==> config.mk <==
export PLATFORM = sky130hd
export DESIGN_NAME = flyback_guard
export DESIGN_NICKNAME = d
export VERILOG_FILES = /design/src/rtl/fpg_pkg.sv /design/src/rtl/fpg_tick.sv /design/src/rtl/fpg_ms_timer.sv /design/src/rtl/fpg_cycle_debounce.sv /design/src/rtl/flyback_guard.sv
export SDC_FILE = /design/constraint.sdc
export NUM_CORES = 1
export LEC_CHECK = 0
export ABC_CLOCK_PERIOD_IN_PS = 3750
export CAP_MARGIN = 20
export CORE_ASPECT_RATIO = 0.75
export CORE_MARGIN = 2
export CORE_UTILIZATION = 41
export CTS_CLUSTER_SIZE = 40
export DETAILED_ROUTE_END_ITERATION = 6
export GPL_TIMING_DRIVEN = 0
export MAX_ROUTING_LAYER = met4
export SYNTH_ARGS = -nofsm -noshare
export SYNTH_HDL_FRONTEND = slang
export SYNTH_HIERARCHICAL = 1
export SYNTH_SLANG_ARGS = --single-unit
export TNS_END_PERCENT = 20
==> constraint.sdc <==
create_clock -name clk -period 3.75 [get_ports clk]
set_input_delay 0.75 -clock clk [delete_from_list [all_inputs] [get_ports clk]]
set_output_delay 0.75 -clock clk [all_outputs]
set_load 0.01 [all_outputs]
==> src/rtl/fpg_pkg.sv <==
package fpg_pkg;
    typedef enum logic [2:0] {
        ST_LOCKOUT   = 3'd0,
        ST_SOFTSTART = 3'd1,
        ST_RUN       = 3'd2,
        ST_THERMAL   = 3'd3,
        ST_LATCHED   = 3'd4
    } fpg_state_e;
endpackage

==> src/rtl/fpg_tick.sv <==
module fpg_tick #(
    parameter int unsigned DIV = 125000
) (
    input  logic clk,
    input  logic rst_n,
    output logic tick
);
    localparam int unsigned W = (DIV > 2) ? $clog2(DIV) : 1;
    localparam logic [W-1:0] LAST = W'(DIV - 1);

    logic [W-1:0] cnt;

    always_ff @(posedge clk or negedge rst_n) begin
        if (!rst_n)
            cnt <= '0;
        else if (cnt == LAST)
            cnt <= '0;
        else
            cnt <= cnt + 1'b1;
    end

    assign tick = (cnt == LAST);

    assert_tick_range_R5: assert property (@(posedge clk) disable iff (!rst_n)
        cnt <= LAST);
endmodule

==> src/rtl/fpg_ms_timer.sv <==
module fpg_ms_timer #(
    parameter int unsigned LIMIT = 5
) (
    input  logic clk,
    input  logic rst_n,
    input  logic en,
    input  logic tick,
    output logic done
);
    localparam int unsigned W = $clog2(LIMIT + 1);
    localparam logic [W-1:0] TOP = W'(LIMIT);

    logic [W-1:0] cnt;

    always_ff @(posedge clk or negedge rst_n) begin
        if (!rst_n)
            cnt <= '0;
        else if (!en)
            cnt <= '0;
        else if (tick && cnt != TOP)
            cnt <= cnt + 1'b1;
    end

    assign done = en && (cnt == TOP);

    assert_timer_clears_R6: assert property (@(posedge clk) disable iff (!rst_n)
        !en |=> cnt == '0);
    assert_timer_bound_R6: assert property (@(posedge clk) disable iff (!rst_n)
        cnt <= TOP);
endmodule

==> src/rtl/fpg_cycle_debounce.sv <==
module fpg_cycle_debounce #(
    parameter int unsigned CYCLES = 8
) (
    input  logic clk,
    input  logic rst_n,
    input  logic clr,
    input  logic strobe,
    input  logic cond,
    output logic trip
);
    localparam int unsigned W = $clog2(CYCLES + 1);
    localparam logic [W-1:0] TOP = W'(CYCLES);

    logic [W-1:0] cnt;

    always_ff @(posedge clk or negedge rst_n) begin
        if (!rst_n)
            cnt <= '0;
        else if (clr)
            cnt <= '0;
        else if (strobe) begin
            if (!cond)
                cnt <= '0;
            else if (cnt != TOP)
                cnt <= cnt + 1'b1;
        end
    end

    assign trip = (cnt == TOP);

    assert_clean_cycle_restarts_R3: assert property (@(posedge clk) disable iff (!rst_n)
        (strobe && !cond && !clr) |=> cnt == '0);
    assert_count_bound_R3: assert property (@(posedge clk) disable iff (!rst_n)
        cnt <= TOP);
endmodule

==> src/rtl/flyback_guard.sv <==
module flyback_guard
    import fpg_pkg::*;
#(
    parameter int unsigned TICK_DIV     = 125000,
    parameter int unsigned SS_MS        = 5,
    parameter int unsigned OLP_MS       = 40,
    parameter int unsigned FBOVP_CYCLES = 8
) (
    input  logic clk,
    input  logic rst_n,
    input  logic sup_above_on,
    input  logic sup_below_off,
    input  logic sup_ovp,
    input  logic fb_ovp,
    input  logic fb_uvp,
    input  logic gate_off,
    input  logic cyc_end,
    input  logic ovl_cmp,
    input  logic temp_hot,
    input  logic temp_cool,
    input  logic rel_low,
    output logic run_en,
    output logic ss_active,
    output logic fault_latched
);
    fpg_state_e state, state_nx;

    logic ms_tick;
    logic ss_done;
    logic olp_done;
    logic fbo_trip;
    logic switching;

    assign switching = (state == ST_SOFTSTART) || (state == ST_RUN);

    fpg_tick #(.DIV(TICK_DIV)) u_tick (
        .clk  (clk),
        .rst_n(rst_n),
        .tick (ms_tick)
    );

    fpg_ms_timer #(.LIMIT(SS_MS)) u_ss_timer (
        .clk  (clk),
        .rst_n(rst_n),
        .en   (state == ST_SOFTSTART),
        .tick (ms_tick),
        .done (ss_done)
    );

    fpg_ms_timer #(.LIMIT(OLP_MS)) u_olp_timer (
        .clk  (clk),
        .rst_n(rst_n),
        .en   ((state == ST_RUN) && ovl_cmp),
        .tick (ms_tick),
        .done (olp_done)
    );

    fpg_cycle_debounce #(.CYCLES(FBOVP_CYCLES)) u_fbo_deb (
        .clk   (clk),
        .rst_n (rst_n),
        .clr   (!switching),
        .strobe(cyc_end),
        .cond  (fb_ovp),
        .trip  (fbo_trip)
    );

    // State register
    always_ff @(posedge clk or negedge rst_n) begin
        if (!rst_n)
            state <= ST_LOCKOUT;
        else
            state <= state_nx;
    end

    // Transitions
    always_comb begin
        state_nx = state;
        unique case (state)
            ST_LOCKOUT: begin
                if (sup_above_on && !temp_hot)
                    state_nx = ST_SOFTSTART;            // power-up
            end
            ST_SOFTSTART, ST_RUN: begin
                if (sup_below_off)
                    state_nx = ST_LOCKOUT;              // brown-out
                else if (sup_ovp)
                    state_nx = ST_LATCHED;              // trip
                else if (fb_uvp && gate_off)
                    state_nx = ST_LATCHED;              // trip
                else if (fbo_trip)
                    state_nx = ST_LATCHED;              // trip
                else if (olp_done)
                    state_nx = ST_LATCHED;              // trip
                else if (temp_hot)
                    state_nx = ST_THERMAL;              // overheat
                else if (state == ST_SOFTSTART && ss_done)
                    state_nx = ST_RUN;                  // ramp-done
            end
            ST_THERMAL: begin
                if (sup_below_off)
                    state_nx = ST_LOCKOUT;              // brown-out
                else if (sup_ovp)
                    state_nx = ST_LATCHED;              // trip
                else if (temp_cool && !temp_hot)
                    state_nx = ST_SOFTSTART;            // cooled
            end
            ST_LATCHED: begin
                if (rel_low)
                    state_nx = ST_LOCKOUT;              // release
            end
            default: state_nx = ST_LOCKOUT;
        endcase
    end

    // Outputs
    always_comb begin
        run_en        = 1'b0;
        ss_active     = 1'b0;
        fault_latched = 1'b0;
        unique case (state)
            ST_SOFTSTART: begin
                run_en    = !sup_ovp;
                ss_active = 1'b1;
            end
            ST_RUN:     run_en        = !sup_ovp;
            ST_LATCHED: fault_latched = 1'b1;
            ST_LOCKOUT, ST_THERMAL: ;
            default: ;
        endcase
    end

    assert_lockout_holds_R1: assert property (@(posedge clk) disable iff (!rst_n)
        (state == ST_LOCKOUT && !sup_above_on) |=> !run_en);
    assert_brownout_stops_R1: assert property (@(posedge clk) disable iff (!rst_n)
        (switching && sup_below_off) |=> (state == ST_LOCKOUT && !run_en));
    assert_ovp_latches_R2: assert property (@(posedge clk) disable iff (!rst_n)
        (sup_ovp && !sup_below_off && (switching || state == ST_THERMAL)) |=> fault_latched);
    assert_uvp_latches_R4: assert property (@(posedge clk) disable iff (!rst_n)
        (switching && fb_uvp && gate_off && !sup_below_off) |=> fault_latched);
    assert_enable_via_softstart_R5: assert property (@(posedge clk) disable iff (!rst_n)
        $rose(run_en) |-> ss_active);
    assert_latch_holds_R7: assert property (@(posedge clk) disable iff (!rst_n)
        (fault_latched && !rel_low) |=> (fault_latched && !run_en));
    assert_release_R8: assert property (@(posedge clk) disable iff (!rst_n)
        (fault_latched && rel_low) |=> (!fault_latched && !run_en));
    assert_thermal_hold_R9: assert property (@(posedge clk) disable iff (!rst_n)
        (state == ST_THERMAL && !temp_cool) |=> !run_en);
endmodule

* Yosys cells after proc, flatten, opt, wreduce, memory -nomap -nowiden *
Cells that the tools add are included.

cells by class
  add/subtract/negate cells = 4
  eq/ne operators = 19
  mux-type cells = 25
  reductions and logical operators = 16

operators by type and width
  operator                                                count
  2-to-1 mux 3 bit                                        14
  adder 17 x 1 -> 17 bit (second input constant)          1
  equality test 17 bit (second input constant)            1
  2-to-1 mux 17 bit                                       1
  2-to-1 mux 4 bit                                        4
  2-to-1 mux 6 bit                                        2
  one-hot mux 3 bit (4 select lines)                      1
  inequality test 2 bit (second input constant)           5
  logical AND 1 bit                                       9
  inequality test 4 bit (second input constant)           2
  inequality test 8 x 1 -> 1 bit (second input constant)  1
  adder 6 x 1 -> 6 bit (second input constant)            1
  equality test 3 x 2 -> 1 bit (second input constant)    2
  equality test 3 bit (second input constant)             2
  equality test 6 bit (second input constant)             1
  inequality test 6 bit (second input constant)           1
  adder 4 x 1 -> 4 bit (second input constant)            1
  equality test 4 bit (second input constant)             1
  AND reduction 4 bit                                     1
  adder 3 x 1 -> 3 bit (second input constant)            1
  equality test 3 x 1 -> 1 bit (second input constant)    1
  logical NOT 3 bit                                       1
  2-to-1 mux 1 bit                                        3
  inequality test 3 x 2 -> 1 bit (second input constant)  1
  5 further kinds                                         6

word-level totals
  bits in registers = 33
  output and inout bits = 3
  word-level logic and storage cells = 69

* Longest topological paths before layout *
  depth after elaboration = 11
  gate-level depth with buffers = 9
  gate-level depth less buffers = 9

* Hierarchy *
Netlist, hierarchy kept.

by module, submodules not included
  module                      instances  cells an instance  area an instance (sq um)
  fpg_tick                    1          76                 833.3
  fpg_ms_timer (u_olp_timer)  1          42                 402.9
  flyback_guard               1          38                 295.3
  fpg_cycle_debounce          1          28                 249.0
  fpg_ms_timer (u_ss_timer)   1          17                 190.2

* Worst setup path before layout *
Ideal clock, no wire load.

  path kind = in2reg
  start point = in ovl_cmp
  end point = reg state[1]
  setup time = 128 ps
  data arrival time = 2122 ps
  slack = 1501 ps
  stages = 7
  buffers on the path = 1
  cells stage by stage = nor3b_1 -> clkbuf_1 -> and2_1 -> a211oi_2 -> o2111ai_1 -> nand3_1 -> mux2_1

between the ends
  word-level cells in the longest chain between the ends = 8
  elaborated cells between the ends (all ways) = 10
  those cells by class = 1 x eq/ne; 6 x mux; 3 x reduce/logical

RTL lines
  what                                RTL line             RTL
  start, declared                     flyback_guard.sv:18  input logic ovl_cmp,
  logical AND 1 bit *                 flyback_guard.sv:53  .en ((state == ST_RUN) && ovl_cmp),
  logical AND 1 bit *                 fpg_ms_timer.sv:24   assign done = en && (cnt == TOP);
  via olp_done                        flyback_guard.sv:30  logic olp_done;
  2-to-1 mux 3 bit                    flyback_guard.sv:92  else if (olp_done)
  2-to-1 mux 3 bit                    flyback_guard.sv:90  else if (fbo_trip)
  2-to-1 mux 3 bit                    flyback_guard.sv:88  else if (fb_uvp && gate_off)
  2-to-1 mux 3 bit                    flyback_guard.sv:86  else if (sup_ovp)
  2-to-1 mux 3 bit                    flyback_guard.sv:84  if (sup_below_off)
  one-hot mux 3 bit (4 select lines)  flyback_guard.sv:78  unique case (state)
  end signal, assigned                flyback_guard.sv:72  state <= state_nx;
  end, declared                       flyback_guard.sv:26  fpg_state_e state, state_nx;

The timed path passes the listed nets; every way through them passes the cells marked *.
A chain may end at the register's enable or synchronous reset.

* Worst setup path after layout *
  start point = reg state[0]
  end point = out ss_active

between the ends
  word-level cells in the longest chain between the ends = 2

RTL lines
  what                          RTL line              RTL
  equality test 3 x 1 -> 1 bit  flyback_guard.sv:120  unique case (state)
  2-to-1 mux 1 bit              flyback_guard.sv:120
  end, declared                 flyback_guard.sv:23   output logic ss_active,

No other way between the ends.

==> impl_metrics.yaml <==
floorplanning:
  start_util_pct: 43.4
  core_area_um2: 4550
  die_area_um2: 5380
  die_h_um: 64.0
  row_count: 21
  die_w_um: 84.1
  pin_count: 16
yosys:
  synth_seq_area_share_pct: 41.9
  synth.avg_cell_area_um2: 9.80
  synthAdderAreaFrac_pct: 4.44
  syn_area_um2: 1970
  yosys-top-cells-area: "dfrtp_1 42%, ha_1 4.4%, nand2_1 4.0%"
  synth_ff_type: "dfrtp_1"
  synth-xor-area-share_pct: 6.67
  synth_edf_count: 0
  synth_compound_area_share_pct: 9.46
  yosys.area_share.simple_pct: 31.7
  yosys.area.top_type: "dfrtp_1"
  synth_most_common_cell: "dfrtp_1"
  synth_cells: 201
  synth-seq-cells: 33
  synthArstFlopShare_pct: 100
  synthMuxAreaShare_pct: 2.16
  yosysUniqueCellTypes: 55
  synth_commonest_cells: "33 x dfrtp_1, 21 x nand2_1, 17 x nor2_1"
  syn_nets: 221
  synth_top_family_by_area: "simple AND/OR/NAND/NOR gates"
  synth_warnings: 6
  synth_top_cell_area_share_pct: 41.9
clock_network:
  cts_root_buf: "clkbuf_8"
  hold_buffers: 0
  cts_max_level: 2
  cts_tree: "built"
  cts_buffer_depth: 2
  cts_buffers: 5
  clk_pin_slew_ns: 0.07
  insertion_delay_ns: 0.29
  ctsResizeCount: 0
  postCtsSetupBuffers: 0
  cts.sinks: 33
sta:
  worst-slew-pin-transition_ns: 0.726
  finalWorstSetupSlack_ns: 0.985
  fin_worst_skew_ns: 0.00590
  fin_setup_tns_ns: 0
  hold_slack_ns: 0.507
  fmax_mhz: 362
  slew_headroom_pct: 51.6
  period_minus_slack_ns: 2.77
  hold_viol: 0
  finalCritPeriodShare_pct: 73.7
  slew_viol_final: 0
  rsz0062_at_grt: "no"
  setup-violations-final: 0
detailed_routing:
  avgViaCountPerCell: 5.41
  drc_errors: 0
  dr.pass1.iters: 4
  num_vias: 1521
  wl_per_cell_um: 13.2
  initialDrtViolationCount: 82
  drtAntennaViolNets: 0
  routed_wl_um: 3720
grt:
  grtUsageTotal_pct: 16.2
  antenna_found_initial: 0
  grt_pass1_vias: 1454
  grt_max_degree: 34
  grt_first_pass_wirelength_um: 6670
  overflow: 0
critical_path:
  slowest_delay_ns: 0.62
  cp-start-kind: "flop"
  crit_type: "flop to output pin"
  critical-path-top-delay-family: "simple AND/OR/NAND/NOR gates"
  end_kind: "output pin"
  worstReg2RegEnd: "state[1]$_DFFE_PN0P_"
  cp_cell_sequence: "or2b_2 -> nor2_1 -> clkdlybuf4s50_1"
  r2r_cells: 8
  r2r_setup_slack_ns: 1.20
  cp_max_fo: 8
  critPathArrivalTime_ns: 2.02
  path_buf_inv: 1
  regToRegStartpoint: "state[1]$_DFFE_PN0P_"
  slowest_stage: "clkdlybuf4s50_1"
  cp.required_ns: 3.00
power_and_ir_drop:
  p_switching_uw: 260
  p_int_uw: 733
  power_density_nw_per_um2: 428
  cellLeakagePower_nw: 0.977
  ir_worst_vdd_uv: 236
  power_frac_seq_pct: 39.5
  power.share.switching_pct: 26.2
  p_comb_share_pct: 20.8
  p_clk_share_pct: 39.7
final_layout:
  final_util_pct: 51.1
  drive_above_1_share_pct: 12.5
  diodes: 0
  finalNonFillerCells: 281
  area_growth_pct: 17.8
  nNetsFinal: 243
place:
  dp.cells: 273
  hpwl_um: 2630
  dp_slack_ns: 0.737
  gp_congestion: 0.741
  port-buffer-count: 15
worst_hold_path:
  hp-class: "input pin to asynchronous set/reset pin"
job:
  cap_violations: 0
run_status:
  status: "finished, final reports clean"
## registers in the layout, summed over array words and instances (netlist names)
| name | flops |
|---|---|
| state | 3 |
| u_fbo_deb/cnt | 4 |
| u_olp_timer/cnt | 6 |
| u_ss_timer/cnt | 3 |
| u_tick/cnt | 17 |
## worst max path at each step
stage	slack, ns	end	from	depth (start not counted)
after floorplan	1.50	state[1]$_DFFE_PN0P_	ovl_cmp	7
after global placement	0.73	state[1]$_DFFE_PN0P_	ovl_cmp	8
after detailed placement	0.74	state[1]$_DFFE_PN0P_	ovl_cmp	8
after CTS	0.96	ss_active	state[0]$_DFFE_PN0P_	3
after global routing	0.80	ss_active	state[0]$_DFFE_PN0P_	3
final	0.98	ss_active	state[0]$_DFFE_PN0P_	3
## stage by stage
stage	instance area (µm²)	total power [mW]
floorplan	1970	0.526
global placement	2190	0.608
detailed placement	2190	0.607
CTS	2320	1.01
global route	2320	1.05
finish	2320	0.993
## metal layers
layer / track usage [%] / share of wire (%)
met5: - / 0
met2: 21.9 / 40
met3: 3.88 / 4.2
met4: 7.26 / 2.0
met1: 22.8 / 54
## power groups by stage
stage	clock network, mW	registers, mW	logic [mW]
2_1_floorplan	0	0.393	0.132
3_3_place_gp	0	0.397	0.210
3_5_place_dp	0	0.398	0.209
4_1_cts	0.411	0.391	0.210
5_1_grt	0.424	0.395	0.236
6_report	0.394	0.392	0.207
## cell usage in the layout, fill, tap and decap left out, types with 7 or more instances in the layout
| cell type | instances |
|---|---|
| nand4_1 | 11 |
| ha_1 | 7 |
| inv_1 | 10 |
| dfrtp_1 | 33 |
| nor2_1 | 17 |
| xor2_1 | 7 |
| xnor2_1 | 8 |
| o21ai_0 | 7 |
| nand2_1 | 21 |
| clkdlybuf4s50_1 | 14 |
## final cells by class
| class | instances | area (µm²) |
|---|---|---|
| clock inverters | 3 | 65.1 |
| fillers | 434 | 2220 |
| clock buffers | 5 | 68.8 |
| plain buffers | 4 | 33.8 |
| multi-input cells | 154 | 1070 |
| repair buffers | 15 | 145 |
| well taps | 57 | 71.3 |
| flip-flops and latches | 33 | 826 |
| inverters | 10 | 37.5 |
## cells by family after synthesis
group                    count (synthesis)
AND/OR/NAND/NOR                        101
flip-flops                              33
AO/OA/AOI/OAI                           27
XOR/XNOR                                15
buffers and inverters                   14
adder cells (fa/ha/maj)                  7
multiplexers                             4
Power figures use the tool's default switching activity.
